## src/rtl/tapsr_pkg.sv

```systemverilog
package tapsr_pkg;
  // Stages in one segment and the tap-select width that addresses them
  localparam int SEG_LEN = 16;
  localparam int SEL_W   = $clog2(SEG_LEN);
endpackage

```

## src/rtl/tapsr_rst_sync.sv

```systemverilog
module tapsr_rst_sync (
  input  logic clk,
  input  logic rst_n,
  output logic rst_sync_n
);
  logic [1:0] sync_q;
  logic [1:0] sync_d;

  always_comb begin
    sync_d = {sync_q[0], 1'b1};
  end

  always_ff @(posedge clk or negedge rst_n) begin
    if (!rst_n) sync_q <= 2'b00;
    else        sync_q <= sync_d;
  end

  assign rst_sync_n = sync_q[1];
endmodule

```

## src/rtl/tapsr_segment.sv

```systemverilog
module tapsr_segment
  import tapsr_pkg::*;
(
  input  logic             clk,
  input  logic             ce,
  input  logic             din,
  input  logic [SEL_W-1:0] sel,
  output logic             tap,
  output logic             last
);
  // Storage stages carry no reset by design
  logic [SEG_LEN-1:0] stg_q;
  logic [SEG_LEN-1:0] stg_d;

  always_comb begin
    if (ce) stg_d = {stg_q[SEG_LEN-2:0], din};
    else    stg_d = stg_q;
  end

  always_ff @(posedge clk) begin
    stg_q <= stg_d;
  end

  assign tap  = stg_q[sel];
  assign last = stg_q[SEG_LEN-1];
endmodule

```

## src/rtl/tapsr_chain.sv

```systemverilog
module tapsr_chain
  import tapsr_pkg::*;
#(
  parameter int SEG_COUNT = 2
) (
  input  logic                 clk,
  input  logic                 ce,
  input  logic                 din,
  input  logic [SEL_W-1:0]     sel,
  output logic [SEG_COUNT-1:0] taps,
  output logic                 cascade_out
);
  logic [SEG_COUNT:0] link;

  assign link[0] = din;

  for (genvar g = 0; g < SEG_COUNT; g++) begin : g_seg
    tapsr_segment u_seg (
      .clk  (clk),
      .ce   (ce),
      .din  (link[g]),
      .sel  (sel),
      .tap  (taps[g]),
      .last (link[g+1])
    );
  end

  assign cascade_out = link[SEG_COUNT];
endmodule

```

## src/rtl/tapsr_segsel.sv

```systemverilog
module tapsr_segsel
  import tapsr_pkg::*;
#(
  parameter int SEG_COUNT = 2,
  localparam int ADDR_W   = SEL_W + $clog2(SEG_COUNT)
) (
  input  logic [SEG_COUNT-1:0] taps,
  input  logic [ADDR_W-1:0]    depth,
  output logic                 tap
);
  if (SEG_COUNT == 1) begin : g_single
    logic unused_depth;
    assign unused_depth = ^depth;
    assign tap = taps[0];
  end else begin : g_multi
    logic [ADDR_W-SEL_W-1:0] seg_idx;
    logic unused_low;
    assign seg_idx    = depth[ADDR_W-1:SEL_W];
    assign unused_low = ^depth[SEL_W-1:0];
    assign tap        = taps[seg_idx];
  end
endmodule

```

## src/rtl/tapsr_outstage.sv

```systemverilog
module tapsr_outstage #(
  parameter bit OUT_REG = 1'b0
) (
  input  logic clk,
  input  logic rst_sync_n,
  input  logic ce,
  input  logic tap,
  output logic dout
);
  if (OUT_REG) begin : g_reg
    logic out_q;
    logic out_d;

    always_comb begin
      if (ce) out_d = tap;
      else    out_d = out_q;
    end

    always_ff @(posedge clk or negedge rst_sync_n) begin
      if (!rst_sync_n) out_q <= 1'b0;
      else             out_q <= out_d;
    end

    assign dout = out_q;
  end else begin : g_comb
    logic unused_ctl;
    assign unused_ctl = clk ^ rst_sync_n ^ ce;
    assign dout = tap;
  end
endmodule

```

## src/rtl/tapsr_top.sv

```systemverilog
module tapsr_top
  import tapsr_pkg::*;
#(
  parameter int  SEG_COUNT = 2,
  parameter bit  OUT_REG   = 1'b0,
  localparam int ADDR_W    = SEL_W + $clog2(SEG_COUNT)
) (
  input  logic              clk,
  input  logic              rst_n,
  input  logic              ce,
  input  logic              din,
  input  logic [ADDR_W-1:0] depth,
  output logic              dout,
  output logic              cascade_out
);
  logic [SEG_COUNT-1:0] taps;
  logic                 tap_sel;
  logic                 rst_sync_n;

  tapsr_rst_sync u_rst (
    .clk        (clk),
    .rst_n      (rst_n),
    .rst_sync_n (rst_sync_n)
  );

  tapsr_chain #(.SEG_COUNT(SEG_COUNT)) u_chain (
    .clk         (clk),
    .ce          (ce),
    .din         (din),
    .sel         (depth[SEL_W-1:0]),
    .taps        (taps),
    .cascade_out (cascade_out)
  );

  tapsr_segsel #(.SEG_COUNT(SEG_COUNT)) u_sel (
    .taps  (taps),
    .depth (depth),
    .tap   (tap_sel)
  );

  tapsr_outstage #(.OUT_REG(OUT_REG)) u_out (
    .clk        (clk),
    .rst_sync_n (rst_sync_n),
    .ce         (ce),
    .tap        (tap_sel),
    .dout       (dout)
  );
endmodule

```

## config.mk

```make
export PLATFORM = sky130hd
export DESIGN_NAME = tapsr_top
export DESIGN_NICKNAME = d
export VERILOG_FILES = /design/src/rtl/tapsr_pkg.sv /design/src/rtl/tapsr_rst_sync.sv /design/src/rtl/tapsr_segment.sv /design/src/rtl/tapsr_chain.sv /design/src/rtl/tapsr_segsel.sv /design/src/rtl/tapsr_outstage.sv /design/src/rtl/tapsr_top.sv
export SDC_FILE = /design/constraint.sdc
export NUM_CORES = 1
export LEC_CHECK = 0
export BUFFER_PORTS_ARGS = -buffer_cell sky130_fd_sc_hd__buf_2
export CAP_MARGIN = 20
export CORE_MARGIN = 2
export CORE_UTILIZATION = 60
export CTS_CLUSTER_DIAMETER = 40
export CTS_CLUSTER_SIZE = 30
export DETAILED_ROUTE_END_ITERATION = 12
export PLACE_DENSITY_LB_ADDON = 0.25
export SLEW_MARGIN = 40
export SYNTH_ARGS = -nofsm -noshare
export SYNTH_HDL_FRONTEND = slang
export SYNTH_SLANG_ARGS = --single-unit
```

## constraint.sdc

```tcl
create_clock -name clk -period 3.6 [get_ports clk]
set_input_delay 0.72 -clock clk [delete_from_list [all_inputs] [get_ports clk]]
set_output_delay 0.72 -clock clk [all_outputs]
set_load 0.005 [all_outputs]
```

=== After elaboration in Yosys (flattened, before gate mapping) ===
Cells that the tools add are included.

* Bits in registers: 32
* Bits of input ports: 9
* Word-level logic and storage cells: 10

* $lt $le $gt $ge: 2
* Multiplexer cells: 6

{| class="wikitable"
|+ Operators by type and width
! cell !! count
|-
| $bmux 1 s4 || 2
|-
| $lt 4x5->1 const B || 1
|-
| $mux 1 || 4
|-
| $lt 1x2->1 const B || 1
|}

=== Longest topological paths before layout ===
Gate-level depths: netlist of run 1.

* Word-level depth: 4
* Mapped depth: 7
* Depth with buffers taken out: 5

=== Hierarchy ===
A second synthesis of run 1 with hierarchy kept.

* Cell total of the unflattened synthesis: 51
* Area total of the unflattened synthesis: 1,307.5 µm²

{| class="wikitable"
|+ Modules (own cells, without submodules)
! module !! area an instance (µm²) !! cells an instance !! instances
|-
| tapsr_segment || 615.6 || 23 || 2
|-
| tapsr_rst_sync || 53.8 || 3 || 1
|-
| tapsr_segsel || 15.0 || 1 || 1
|-
| tapsr_outstage || 7.5 || 1 || 1
|}

=== Worst setup path after synthesis of run 1 ===
OpenSTA, ideal clock, no wires.

* Path type: input-to-output
* From: input depth[1]
* To: output dout
* Slack: 1,267 ps
* Required time: 2,880 ps
* Arrival time: 1,613 ps
* Stages: 7
* Cells stage by stage: buf_6 buf_12 mux2i_1 a22oi_1 nand3_1 nand2_1 a311o_1

* Word-level cells in the longest chain between the ends: 4
* Elaborated cells on any way between the ends: 6

{| class="wikitable"
|+ Ends and longest elaborated chain
! element !! RTL line !! source
|-
| start, declared || tapsr_top.sv:12 || <nowiki>input logic [ADDR_W-1:0] depth,</nowiki>
|-
| $bmux 1 s4 || tapsr_segment.sv:24 || <nowiki>assign tap = stg_q[sel];</nowiki>
|-
| $mux 1 (implied by the code) || tapsr_segment.sv:24 ||
|-
| $mux 1 (implied by the code) (*) (2 in a row) || tapsr_segsel.sv:20 || <nowiki>assign tap = taps[seg_idx];</nowiki>
|-
| end, declared || tapsr_top.sv:13 || <nowiki>output logic dout,</nowiki>
|}

Every way passes the cells marked *; elsewhere a longest branch is shown, timed or not. The select of a mux whose other input is x is not followed.

=== Worst setup path after layout of run 1 ===
Ends and elaborated chain as after synthesis.

==> run metrics, run 1 <==
CP max FO 16; initial antenna violation count 0; DIE WIDTH 50.30 um; pwr/cell area 475.1 mW/mm^2; Cells after DPL 107; Mapped Area 0.001286 mm^2; Vias per Instance 5.911; Mapped Nets 82; setup TNS 0 ns; Skew-Pair Late Insertion Delay 0.31 ns; Max Fclk 351.9 MHz; CTS root buffer clkbuf_4; Max-Cap Viols 0; relative slew slack 55.34%; Fillers 144; Num CTS Buffers 5; Largest register FFs 32; GR Overflow Total 0; Finished Layout Cells 112; IO buf count 9; Tmin final 2.841 ns; final hold violations 0; CP Launch Point depth[1]; PostCTS Resize Cnt 0; sequential area share after synthesis 74.71%; hold_ws 0.4552 ns; NumNets Final 96; HPWL Detailed 1242 um; Crit path required time 2.88 ns; crit start category input port; FF+latch area 960.9 um^2; Cell Rows 16; vias 662; DRT antenna net count 0; initial DRC count 13; Setup Fix Bufs, Post-CTS 0; number of remaining DRC errors 0; YS warnings 0; WP buf/inv 2; Multi-input gate area 294.0 um^2; Crit path max-delay family buffers and inverters; Crit-path slowest cell buf_2; DRT Wirelength 1877 um; clk buf depth 2; H-tree depth 2; die height 50.30 um; Top cell by count, worst path buf_2; clock transition at the registers of the reported paths 0.08 ns; Setup violations, final 0; first-pass GRT wire length 3084 um; Post-Synthesis Cells 73; Layout Area Growth over Synthesis 6.615%; Mean Syn Cell Area 17.62 um^2; CTS Sinks 32; Setup CP Type in -> out; Antenna diodes 0; Top Registers u_chain.g_seg.u_seg.stg_q (32); hold_sp u_chain.g_seg[1].u_seg.stg_q[13]; static leakage 0.0005133 uW; share of post-route cells with drive strength above 1 16.47%; Tcrit/Tclk final 78.93%; largest net degree at the start of global routing 33; skew final 0.003498 ns; Pre-antenna DRT Iters 4; Hold/Removal Path Class reg -> reg; setup repair after global routing missed its margin false; CTS hold repair buffers 0; Netlist cell types 16; Core ar. 0.002002 mm^2; RD Place Congestion 0.7423; outcome complete, no violations; wire per inst 16.76 um; #FFs+latches synth 32; crit path capture type primary output; DIE AREA 0.002530 mm^2; initial core utilization 64.25%; Largest Register u_chain.g_seg.u_seg.stg_q; Worst-Margin Slew 0.6699 ns; worst path cell trace buf_2, mux2i_1, a22oi_1, nand4b_1, a21oi_1, a311o_1, buf_2; Worst R2R Start u_chain.g_seg[0].u_seg.stg_q[7]; Pins Over Slew Limit 0; CTS tree built; vias in the first global route 680; GRT Util Overall 17.41%; crit path DAT 2.12 ns; Ports 11; Worst VDD drop 0.3312 mV; CP peak stage delay 0.38 ns
==> final cells by class <==
type | instances | area share, %
clock buffers | 5 | 2.737
multi-input cells | 39 | 21.44
flip-flops and latches | 32 | 70.07
well taps | 27 | 2.463
repair buffers | 9 | 3.285
==> per-layer routing <==
layer | GRT usage (%) | share of wire (%) | vias to the layer above
li1 | - | - | 314
met1 | 23.01 | 49 | 330
met2 | 24.56 | 47 | 16
met3 | 7.143 | 3.6 | 2
met4 | 9.459 | 0.85 | 0
met5 | 0 | 0 | -
==> cells in the mapped netlist <==
cell type  instances  area, um^2
mux2i_1           16       160.2
buf_12             1       20.02
a22oi_1            4       30.03
nand4b_1           1       8.760
nor2_1             1       3.750
buf_6              1       11.26
a311o_1            1       10.01
nor2b_1            1       6.260
nand2b_1           1       6.260
a211oi_1           1       7.510
nand2_1            6       22.52
and2_1             1       6.260
edfxtp_1          32       960.9
a21oi_1            3       15.01
nand3_1            2       10.01
and2b_1            1       7.510
==> power by group <==
part,switching [uW],total [uW],internal [uW]
logic,25.6,44.7,19.1
clock network,96.6,162,65.1
registers,10.8,445,434
total,133,652,519
==> kinds of logic after synthesis <==
group / Yosys count / synth area share [%]
compound gates: 9 / 4.864
buf+inv: 2 / 2.432
flops: 32 / 74.71
mux: 16 / 12.45
simple gates: 14 / 5.546
==> final timing paths <==
check | to | slack (ns) | cells after the start
worst max-delay path | dout | 0.76 | 7
worst min-delay path | u_chain.g_seg[1].u_seg.stg_q[14] | 0.46 | 0
worst max register to register | u_chain.g_seg[0].u_seg.stg_q[8] | 2.90 | 0
worst min register to register | u_chain.g_seg[1].u_seg.stg_q[14] | 0.46 | 0
==> metrics by stage <==
step	total power (uW)	area [um^2]	setup slack (ns)	utilization (%)
6_report	651.6	1371	0.7585	68.50
5_1_grt	678.4	1371	0.6831	68.50
4_1_cts	660.1	1371	0.7444	68.50
3_5_place_dp	498.0	1334	0.7415	66.63
3_3_place_gp	495.9	1334	0.7872	66.63
2_1_floorplan	478.6	1286	1.267	-
==> cell usage in the layout, fill, tap and decap left out, drive strengths merged <==
master and instances:
nor2b 1, nand2 6, and2b 1, a211oi 1, buf 9, nand4b 1
edfxtp 32, a22oi 4, a21oi 3, nand3 2, a311o 1, and2 1
nor2 1, mux2i 16, nand2b 1, clkbuf 5
Power figures use the tool's default switching activity.
==> inputs of run 2 (changes only) <==
CORE_ASPECT_RATIO = 1.75   (was not set)
CORE_UTILIZATION = 51   (was 60)
clock period = 2.6 ns   (was 3.6 ns; I/O delays follow)
==> run metrics, run 2 (synthesis gave the netlist of run 1 again) <==
largest net degree at the start of global routing 33; initial DRC count 29; share of post-route cells with drive strength above 1 17.98%; Cell Rows 24; static leakage 0.0005529 uW; Setup Fix Bufs, Post-CTS 0; Pre-antenna DRT Iters 4; H-tree depth 2; Worst Hold Endpoint u_chain.g_seg[0].u_seg.stg_q[0]; highest-count cells in the layout ignoring fill and taps 32 x edfxtp_1, 16 x mux2i_1, 9 x buf_2; GR Overflow Total 0; Num CTS Buffers 5; Largest register FFs 32; Reg2Reg Depth 0; initial core utilization 52.88%; initial antenna violation count 0; Setup CP Type in -> out; vias in the first global route 680; Vias per Instance 6.017; FF-to-FF End u_chain.g_seg[1].u_seg.stg_q[12]; HPWL Detailed 1319 um; NetSw 231.9 uW; Layout Area Growth over Synthesis 13.42%; Logic pwr share 5.7%; crit path capture type primary output; sequential power share 54.1%; Skew-Pair Late Insertion Delay 0.29 ns; Top Registers u_chain.g_seg.u_seg.stg_q (32); PostCTS Resize Cnt 0; Setup violations, final 0; WHS Path Cells 1; skew final 0.004482 ns; GRT Util Overall 17.05%; Worst VDD drop 0.5234 mV; Ports 11; reg2reg setup slack 1.91 ns; Pins Over Slew Limit 0; hold_ws 0.4064 ns; pwr/cell area 783.0 mW/mm^2; DRT antenna net count 0; first-pass GRT wire length 3450 um; Largest Register u_chain.g_seg.u_seg.stg_q; Worst R2R Start u_chain.g_seg[1].u_seg.stg_q[11]; Antenna diodes 0; CTS hold repair buffers 0; die height 70.44 um; number of remaining DRC errors 0; clock transition at the registers of the reported paths 0.06 ns; switching share of power 20.30%; Core ar. 0.002432 mm^2; NumNets Final 97; crit path DAT 1.80 ns; RD Place Congestion 0.7660; post-layout util 59.98%; wire per inst 17.90 um; DIE WIDTH 41.96 um; clk buf depth 2; CTS tree built; CTS Sinks 32; outcome complete, no violations; most common cell after layout, fill and taps aside edfxtp_1; Max Fclk 430.3 MHz; DIE AREA 0.002955 mm^2; crit start category input port; vias 692; Crit path required time 2.08 ns; Clk pwr share 40.2%; relative slew slack 55.59%; hold_sp din; Tmin final 2.324 ns; Max-Cap Viols 0; internal power 910.4 uW; IO buf count 9; setup repair after global routing missed its margin false; Worst-Margin Slew 0.6661 ns; setup TNS 0 ns; final hold violations 0; CP max FO 10; DRT Wirelength 2059 um; Hold/Removal Path Class in -> reg; CTS root buffer clkbuf_8; Tcrit/Tclk final 89.37%
[run 2: changes by cell type in the layout (fill, tap and decap cells not counted), sizes merged]
cell	previous run	this run
bufinv	0	1
clkinv	0	2
buf	9	10
[run 2: metal layers]
| metal | share of wire (%) | global-route usage, % | vias to the layer above |
|---|---|---|---|
| li1 | - | - | 315 |
| met1 | 43 | 20.32 | 349 |
| met2 | 50 | 25.17 | 24 |
| met3 | 5.0 | 7.752 | 4 |
| met4 | 1.8 | 9.677 | 0 |
| met5 | 0 | 0 | - |
[run 2: stage by stage]
step	setup slack, ns	cells	power, uW	area, um^2
global placement	0.2867	107	690.2	1353
finish	0.2763	115	1142	1459
detailed placement	0.2754	107	693.7	1353
global route	0.2032	115	1184	1459
floorplan	0.6666	73	662.7	1286
CTS	0.2786	115	1152	1459
[run 2: worst max path at each step]
stage | from | to | slack, ns | cells past startpoint
2_1_floorplan | depth[1] | dout | 0.67 | 7
3_3_place_gp | depth[1] | dout | 0.29 | 8
3_5_place_dp | depth[1] | dout | 0.28 | 8
4_1_cts | depth[1] | dout | 0.28 | 8
5_1_grt | depth[1] | dout | 0.20 | 8
6_report | depth[1] | dout | 0.28 | 8
[run 2: layout make-up]
cell class                      instances  area [um^2]
Clock inverter                          3        37.54
Fill cell                             177        973.4
Sequential cell                        32        960.9
Clock buffer                            5        68.82
Tap cell                               26        32.53
Timing Repair Buffer                   10        65.06
Multi-Input combinational cell         39        294.0
[run 2: power groups by stage]
stage,Clock [uW],Sequential (uW),Combinational (uW)
after detailed placement,0,628,65.8
after floorplan,0,622,41.1
final,459,618,65.4
after CTS,468,618,65.5
after global routing,490,622,72.5
after global placement,0,626,64.1
[run 2: critical path: stages]
cell,delay (ns)
buf_2,0.23
buf_12,0.18
mux2i_1,0.18
a22oi_1,0.08
nand4b_1,0.10
a21oi_1,0.04
a311o_1,0.33
buf_2,0.13
